--- src/rtl/tce_upd_pkg.sv ---
package tce_upd_pkg;

    typedef enum logic [1:0] {
        OP_PUT  = 2'd0,
        OP_GET  = 2'd1,
        OP_FILL = 2'd2,
        OP_LIST = 2'd3
    } op_e;

    typedef enum logic [2:0] {
        S_IDLE,
        S_CHECK,
        S_STEP,
        S_FETCH,
        S_WAIT
    } state_e;

    typedef struct packed {
        logic wr;
        logic rd;
    } perm_t;

    typedef struct packed {
        logic [63:0] iova;
        logic [63:0] xlat;
        logic [63:0] mask;
        perm_t       perm;
    } note_t;

    function automatic logic [63:0] swap_bytes(input logic [63:0] d);
        logic [63:0] r;
        for (int b = 0; b < 8; b++) begin
            r[8*b +: 8] = d[8*(7-b) +: 8];
        end
        return r;
    endfunction

    function automatic perm_t decode_perm(input logic [63:0] e);
        perm_t p;
        p.rd = e[0];
        p.wr = e[1];
        return p;
    endfunction

endpackage

--- src/rtl/tce_cmd_check.sv ---
module tce_cmd_check
    import tce_upd_pkg::*;
#(
    parameter logic [31:0] TABLE_ID    = 32'h8000_0005,
    parameter int          NUM_ENTRIES = 16,
    parameter int          MAX_LIST    = 512,
    parameter int          LIST_ALIGN  = 12
) (
    input  op_e         op,
    input  logic [63:0] tbl,
    input  logic [63:0] count,
    input  logic [63:0] list_addr,
    output logic        reject
);
    logic id_bad, fill_bad, list_bad;

    always_comb begin
        id_bad   = (|tbl[63:32]) || (tbl[31:0] != TABLE_ID);
        fill_bad = (op == OP_FILL) &&
                   ((count == 64'd0) || (count > 64'(NUM_ENTRIES)));
        list_bad = (op == OP_LIST) &&
                   ((count == 64'd0) || (count > 64'(MAX_LIST)) ||
                    (|list_addr[LIST_ALIGN-1:0]));
        reject   = id_bad || fill_bad || list_bad;
    end
endmodule

--- src/rtl/tce_index_calc.sv ---
module tce_index_calc #(
    parameter logic [63:0] BUS_OFFSET  = 64'h0010_0000,
    parameter int          PAGE_SHIFT  = 12,
    parameter int          NUM_ENTRIES = 16,
    localparam int         IDX_W       = (NUM_ENTRIES > 1) ? $clog2(NUM_ENTRIES) : 1
) (
    input  logic [63:0]      addr,
    output logic             in_range,
    output logic [IDX_W-1:0] idx,
    output logic [63:0]      iova
);
    localparam logic [63:0] PAGE_MASK = ~((64'd1 << PAGE_SHIFT) - 64'd1);

    logic [63:0] rel, full_idx;

    always_comb begin
        rel      = addr - BUS_OFFSET;
        full_idx = rel >> PAGE_SHIFT;
        in_range = full_idx < 64'(NUM_ENTRIES);
        idx      = full_idx[IDX_W-1:0];
        iova     = rel & PAGE_MASK;
    end
endmodule

--- src/rtl/tce_table_mem.sv ---
module tce_table_mem #(
    parameter int  NUM_ENTRIES = 16,
    localparam int IDX_W       = (NUM_ENTRIES > 1) ? $clog2(NUM_ENTRIES) : 1
) (
    input  logic             clk,
    input  logic             rst,
    input  logic             we,
    input  logic [IDX_W-1:0] idx,
    input  logic [63:0]      wdata,
    output logic [63:0]      rdata
);
    logic [63:0] ent [NUM_ENTRIES];

    always_ff @(posedge clk) begin
        if (rst) begin
            for (int i = 0; i < NUM_ENTRIES; i++) ent[i] <= '0;
        end else if (we) begin
            ent[idx] <= wdata;
        end
    end

    assign rdata = ent[idx];
endmodule

--- src/rtl/tce_update_engine.sv ---
module tce_update_engine
    import tce_upd_pkg::*;
#(
    parameter logic [31:0] TABLE_ID    = 32'h8000_0005,
    parameter logic [63:0] BUS_OFFSET  = 64'h0010_0000,
    parameter int          PAGE_SHIFT  = 12,
    parameter int          NUM_ENTRIES = 16,
    parameter int          MAX_LIST    = 512,
    parameter int          LIST_ALIGN  = 12
) (
    input  logic        clk,
    input  logic        rst,
    input  logic        cmd_valid,
    output logic        cmd_ready,
    input  logic [1:0]  cmd_op,
    input  logic [63:0] cmd_tbl,
    input  logic [63:0] cmd_addr,
    input  logic [63:0] cmd_val,
    input  logic [63:0] cmd_count,
    output logic        done,
    output logic        err,
    output logic [63:0] rd_data,
    output logic        mem_req_valid,
    input  logic        mem_req_ready,
    output logic [63:0] mem_addr,
    input  logic        mem_rsp_valid,
    input  logic [63:0] mem_rsp_data,
    input  logic        mem_rsp_err,
    output logic        note_valid,
    output logic [63:0] note_iova,
    output logic [63:0] note_xlat,
    output logic [63:0] note_mask,
    output logic [1:0]  note_perm
);
    localparam int          IDX_W     = (NUM_ENTRIES > 1) ? $clog2(NUM_ENTRIES) : 1;
    localparam logic [63:0] PAGE_SIZE = 64'd1 << PAGE_SHIFT;
    localparam logic [63:0] PAGE_MASK = ~(PAGE_SIZE - 64'd1);

    state_e      state;
    op_e         op_q;
    logic [63:0] tbl_q, addr_q, val_q, left_q, list_q;
    note_t       note_q;

    logic             reject, in_range, we;
    logic [IDX_W-1:0] idx;
    logic [63:0]      iova, rdata;

    tce_cmd_check #(
        .TABLE_ID(TABLE_ID), .NUM_ENTRIES(NUM_ENTRIES),
        .MAX_LIST(MAX_LIST), .LIST_ALIGN(LIST_ALIGN)
    ) u_check (
        .op(op_q), .tbl(tbl_q), .count(left_q), .list_addr(list_q), .reject(reject)
    );

    tce_index_calc #(
        .BUS_OFFSET(BUS_OFFSET), .PAGE_SHIFT(PAGE_SHIFT), .NUM_ENTRIES(NUM_ENTRIES)
    ) u_index (
        .addr(addr_q), .in_range(in_range), .idx(idx), .iova(iova)
    );

    tce_table_mem #(.NUM_ENTRIES(NUM_ENTRIES)) u_mem (
        .clk(clk), .rst(rst), .we(we), .idx(idx), .wdata(val_q), .rdata(rdata)
    );

    assign cmd_ready     = (state == S_IDLE);
    assign we            = (state == S_STEP) && in_range;
    assign mem_req_valid = (state == S_FETCH);
    assign mem_addr      = list_q;
    assign note_iova     = note_q.iova;
    assign note_xlat     = note_q.xlat;
    assign note_mask     = note_q.mask;
    assign note_perm     = note_q.perm;

    always_ff @(posedge clk) begin
        if (rst) begin
            state      <= S_IDLE;
            op_q       <= OP_PUT;
            tbl_q      <= '0;
            addr_q     <= '0;
            val_q      <= '0;
            left_q     <= '0;
            list_q     <= '0;
            done       <= 1'b0;
            err        <= 1'b0;
            rd_data    <= '0;
            note_valid <= 1'b0;
            note_q     <= '0;
        end else begin
            done       <= 1'b0;
            note_valid <= 1'b0;
            unique case (state)
                S_IDLE: if (cmd_valid) begin
                    op_q   <= op_e'(cmd_op);
                    tbl_q  <= cmd_tbl;
                    addr_q <= cmd_addr & PAGE_MASK;
                    val_q  <= cmd_val;
                    list_q <= cmd_val;
                    left_q <= (op_e'(cmd_op) == OP_PUT) ? 64'd1 : cmd_count;
                    state  <= S_CHECK;
                end
                S_CHECK: begin
                    if (reject) begin
                        done <= 1'b1; err <= 1'b1; state <= S_IDLE;
                    end else if (op_q == OP_GET) begin
                        if (in_range) rd_data <= rdata;
                        done <= 1'b1; err <= !in_range; state <= S_IDLE;
                    end else if (op_q == OP_LIST) begin
                        state <= S_FETCH;
                    end else begin
                        state <= S_STEP;
                    end
                end
                S_STEP: begin
                    if (!in_range) begin
                        done <= 1'b1; err <= 1'b1; state <= S_IDLE;
                    end else begin
                        note_valid  <= 1'b1;
                        note_q.iova <= iova;
                        note_q.xlat <= val_q & PAGE_MASK;
                        note_q.mask <= ~PAGE_MASK;
                        note_q.perm <= decode_perm(val_q);
                        addr_q      <= addr_q + PAGE_SIZE;
                        left_q      <= left_q - 64'd1;
                        if (left_q == 64'd1) begin
                            done <= 1'b1; err <= 1'b0; state <= S_IDLE;
                        end else begin
                            state <= (op_q == OP_LIST) ? S_FETCH : S_STEP;
                        end
                    end
                end
                S_FETCH: if (mem_req_ready) begin
                    list_q <= list_q + 64'd8;
                    state  <= S_WAIT;
                end
                S_WAIT: if (mem_rsp_valid) begin
                    if (mem_rsp_err) begin
                        done <= 1'b1; err <= 1'b1; state <= S_IDLE;
                    end else begin
                        val_q <= swap_bytes(mem_rsp_data);
                        state <= S_STEP;
                    end
                end
                default: state <= S_IDLE;
            endcase
        end
    end

    // completion is a one-cycle pulse
    a_r11_done_pulse: assert property (@(posedge clk) disable iff (rst)
        done |=> !done);

    // notified offset and address carry no bits inside the page
    a_r9_note_aligned: assert property (@(posedge clk) disable iff (rst)
        note_valid |-> (((note_iova & note_mask) == 64'd0) &&
                        ((note_xlat & note_mask) == 64'd0)));

    // every notified page lies inside the table window
    a_r2_note_in_window: assert property (@(posedge clk) disable iff (rst)
        note_valid |-> ((note_iova >> PAGE_SHIFT) < 64'(NUM_ENTRIES)));

    // list reads are 8-byte aligned
    a_r7_fetch_aligned: assert property (@(posedge clk) disable iff (rst)
        mem_req_valid |-> (mem_addr[2:0] == 3'd0));

    // a stalled read request holds its address
    a_r7_fetch_stable: assert property (@(posedge clk) disable iff (rst)
        (mem_req_valid && !mem_req_ready) |=> (mem_req_valid && $stable(mem_addr)));

    // no new command is taken while busy
    a_r11_busy_blocks: assert property (@(posedge clk) disable iff (rst)
        (cmd_ready && cmd_valid) |=> !cmd_ready);
endmodule

--- config.mk ---
export PLATFORM = sky130hd
export DESIGN_NAME = tce_update_engine
export DESIGN_NICKNAME = d
export VERILOG_FILES = /design/src/rtl/tce_upd_pkg.sv /design/src/rtl/tce_cmd_check.sv /design/src/rtl/tce_index_calc.sv /design/src/rtl/tce_table_mem.sv /design/src/rtl/tce_update_engine.sv
export SDC_FILE = /design/constraint.sdc
export NUM_CORES = 2
export LEC_CHECK = 0
export BUFFER_PORTS_ARGS = -buffer_cell sky130_fd_sc_hd__buf_4
export CAP_MARGIN = 20
export CORE_MARGIN = 3
export CORE_UTILIZATION = 40
export DETAILED_ROUTE_END_ITERATION = 8
export PLACE_DENSITY = 0.66
export SKIP_CTS_REPAIR_TIMING = 1
export SKIP_LAST_GASP = 1
export SLEW_MARGIN = 10
export SYNTH_ARGS = -nofsm -noshare
export SYNTH_HDL_FRONTEND = slang
export SYNTH_HIERARCHICAL = 1
export SYNTH_SLANG_ARGS = --single-unit
--- constraint.sdc ---
create_clock -name clk -period 6.4 [get_ports clk]
set_clock_uncertainty 0.15 [all_clocks]
set_input_delay 0.32 -clock clk [delete_from_list [all_inputs] [get_ports clk]]
set_output_delay 0.32 -clock clk [all_outputs]
set_load 0.03 [all_outputs]
==> summary.txt <==
Outcome
  – Run status: finished, final reports clean

Synthesis
  – Fraction of the yosys area taken by sequential cells: 57.47%
  – Synthesized-area fraction occupied by xor and xnor cells: 0.5313%
  – Synthesized area per cell: 11.53 µm²
  – Post-synthesis compound-gate area fraction: 8.861%
  – Number of register bits inferred by synthesis: 1,523
  – Number of distinct library cells after synthesis: 86
  – Number of warning messages in the yosys log: 6
  – Proportion of netlist area held by the largest area contributor: 43.38%
  – Post-synthesis share of cell area spent on full adders, half adders and majority gates: 0.1236%
  – Top_reg_cell synth: edfxtp_1
  – Cell count after synthesis: 6,148
  – Mapped Area: 70,880 µm²
  – Synth Area in Simple Gates: 19.61%
  – Async S/R FF share, synth: 0%
  – Main combinational cell family by area after synthesis: simple AND/OR/NAND/NOR gates
  – Cell types with the largest area share after synthesis: edfxtp_1 43%, dfxtp_1 14%, and2_1 9.2%
  – Yosys top cell by area: edfxtp_1
  – Post-synthesis mux area share: 9.377%
  – Count of flip-flops with a built-in enable after synthesis: 1,024

Power and ir drop
  – Fraction of power consumed by sequential logic: 48.5%
  – Share of total power consumed by net switching: 25.73%
  – Leak pwr: 31.67 nW
  – Int Power: 17.30 mW
  – Power density of the placed cells: 270.1 nW/µm²
  – Maximum ir drop on the vdd rail: 0.0003099 V
  – Sw Pwr: 5.992 mW
  – Share of power burned in the clock network: 41.3%
  – Overall power: 23.29 mW
  – Portion of total power attributed to combinational logic: 10.2%

Global route
  – Initial antenna violation count: 14
  – Remaining Overflow, GRT: 0
  – Largest net degree at the start of global routing: 123
  – Wire length of the first global-routing pass: 338.9 mm
  – GRT Util Overall: 25.16%
  – Vias in the first global route: 50,310

Clock tree
  – TritonCTS Buffers: 167
  – Maximum root-to-sink buffer count: 3
  – CTS H-tree lvls: 4
  – Clk sink count: 1,523
  – Insertion delay of the later-clocked pin in the worst-skew pair: 820 ps
  – TritonCTS clock tree: built
  – Root buffer selected by CTS: clkbuf_16
  – Clock transition at the registers of the reported paths: 60 ps

Floorplanning
  – Die area: 182,300 µm²
  – Initial Utilization: 40.51%
  – Horiz. Die Dim: 427.0 µm
  – Height of the die: 427.0 µm
  – Floorplan row count: 153
  – CORE AREA: 175,000 µm²
  – Ports: 655

Final layout
  – Share of post-route cells with drive strength above 1: 18.55%
  – Number of standard cells in the layout, taps in and fillers out: 9,316
  – Area growth, synth to finish: 21.66%
  – Final nets: 7,175

Critical path
  – Crit Path Class: reg -> reg
  – Critical path launch point type: flip-flop
  – Category of the worst setup path capture point: flip-flop
  – Arrival @ worst endpoint: 6620 ps
  – Endpoint required time on the critical path: 6950 ps
  – Largest fanout on the critical path: 13

Placement
  – DP Worst Slack: 413.2 ps
  – Final RePlAce weighted congestion: 0.8918
  – Quantity of I/O buffers inserted on ports: 578
  – Final HPWL DP: 150.3 mm
  – Inst Count DP: 8,642

Route
  – Count of unresolved DRC violations after routing: 0
  – Overall routed net length: 240.4 mm
  – Iteration count of the initial detailed-routing pass: 6
  – Total number of vias: 53,090
  – Final antenna-violating net count: 0
  – Via count normalized by instance count: 5.699
  – Drt wl/cell: 25.80 µm
  – Violation count after the first detailed-route iteration: 5,076

STA
  – Final WS setup: 333.6 ps
  – Slew HR: 26.13%
  – Setup tns final: 0 ps
  – Final clock period utilization by the worst path: 94.79%
  – Actual slew at the worst max-slew pin: 1108 ps
  – RSZ-0062 raised after global routing: false
  – Final setup violating endpoints: 0
  – Final-report max-slew violation count: 0
  – Final Hold Viols: 0
  – Highest Clock Rate: 164.8 MHz
  – Minimum clock period after layout: 6066 ps

Hold path
  – Type of the most critical hold path: in -> reg

Run
  – Maximum Capacitance Violations: 0
[power groups by stage]
stage               registers (mW)  clock network, mW  logic [mW]
finish                        11.3               9.61        2.38
global route                  11.3               10.1        2.53
detailed placement            11.5                  0        2.18
CTS                           11.3               9.74        2.19
floorplan                     11.3                  0        1.40
global placement              11.5                  0        2.16
[metal layers]
layer / wire [µm] / global-route usage, %
met4: 16460 / 15.23
met2: 117800 / 42.04
met3: 19420 / 5.328
met1: 86720 / 29.75
met5: 13 / 0
[cell usage after synthesis (all sizes together), types with 43 or more instances]
master and count:
o21ai 106, a21oi 353, a211oi 88, edfxtp 1024, nand4 55, nand3 96, a22oi 176, mux4 256
and2 1045, nor3 81, mux2i 82, buf 182, nor4 95, nand2 776, a31oi 43, clkbuf 419
dfxtp 499, nor2 277
[sequential cells by signal, indices dropped and copies added (netlist names)]
name and cells:
addr_q 52, done 1, err 1, left_q 64
mem_addr 64, note_iova 64, note_mask 1, note_perm 2
note_valid 1, note_xlat 52, op_q 2, rd_data 64
state 3, tbl_q 64, u_mem/ent 1024, val_q 64
[per-stage QoR]
step	utilization (%)	cell area, µm²	hold WS, ps
after floorplan	-	71160	281.2
after detailed placement	44.10	77160	296.6
after CTS	47.23	82640	-473.5
after global placement	44.09	77140	291.8
after global routing	49.28	86220	23.60
final	49.28	86230	19.00
[layout make-up]
cell class,instances,area [µm²]
antenna,11,27.53
clock buffer,238,4735
clock inverter,71,748.2
fill,15260,88740
inverter,20,77.57
multi-input combinational,4078,27850
sequential,1523,40750
tap,2325,2909
timing repair buffer,1050,9144
[placed cells by master, fill, tap and decap left out, types with 16 or more instances in the layout]
| cell type | n |
|---|---|
| a31oi_1 | 43 |
| dlygate4sd3_1 | 353 |
| nor4_1 | 90 |
| and2_1 | 1042 |
| conb_1 | 76 |
| edfxtp_1 | 1024 |
| or4_1 | 26 |
| xor2_1 | 37 |
| clkbuf_8 | 22 |
| nor2_1 | 262 |
| nand3_1 | 95 |
| a21oi_1 | 353 |
| o22ai_1 | 21 |
| or3_1 | 30 |
| clkbuf_16 | 170 |
| dfxtp_1 | 497 |
| clkinv_2 | 28 |
| buf_4 | 667 |
| and4_1 | 22 |
| o21ai_0 | 105 |
| a22oi_1 | 176 |
| a211oi_1 | 88 |
| buf_12 | 28 |
| clkinv_1 | 17 |
| o31ai_1 | 22 |
| mux4_2 | 256 |
| nand4_1 | 55 |
| a221oi_1 | 18 |
| a21o_1 | 19 |
| nand2_1 | 774 |
| o211ai_1 | 27 |
| and3_1 | 36 |
| or2_4 | 16 |
| inv_1 | 17 |
| nor3_1 | 70 |
| clkbuf_1 | 44 |
| mux2i_1 | 82 |
[final timing paths]
check	start	endpoint	slack [ps]	cells past startpoint
max	addr_q[21]$_SDFFE_PP0P_	left_q[53]$_SDFFE_PP0P_	330	16
min	cmd_valid	mem_addr[1]$_SDFFE_PP0P_	20	4
max reg2reg	addr_q[21]$_SDFFE_PP0P_	left_q[53]$_SDFFE_PP0P_	330	16
min reg2reg	rd_data[57]$_SDFFE_PP0P_	rd_data[57]$_SDFFE_PP0P_	300	2
[cell families (layout without fill, tap and decap cells)]
| family | count (synthesis) | in the layout |
|---|---|---|
| AOI/OAI and AO/OA | 977 | 977 |
| other | 2 | 87 |
| DFF | 1523 | 1523 |
| muxes | 343 | 343 |
| adders and majority gates | 7 | 7 |
| buffers and inverters | 621 | 1379 |
| xor gates and xnor gates | 43 | 43 |
| and+or+nand+nor | 2632 | 2632 |
[critical path, stage by stage, from the launching register on]
cell and delay [ps]:
dfxtp_1 410, inv_1 150, ha_1 330, or4b_2 700, nor3_1 230, xor2_1 130
a21oi_1 230, or4b_2 600, or3b_1 430, nor4_4 340, buf_4 210, mux2i_1 110
nor3_2 250, nand2_1 500, inv_1 540, nand3_1 260, o311ai_0 360
Power figures use the tool's default switching activity.
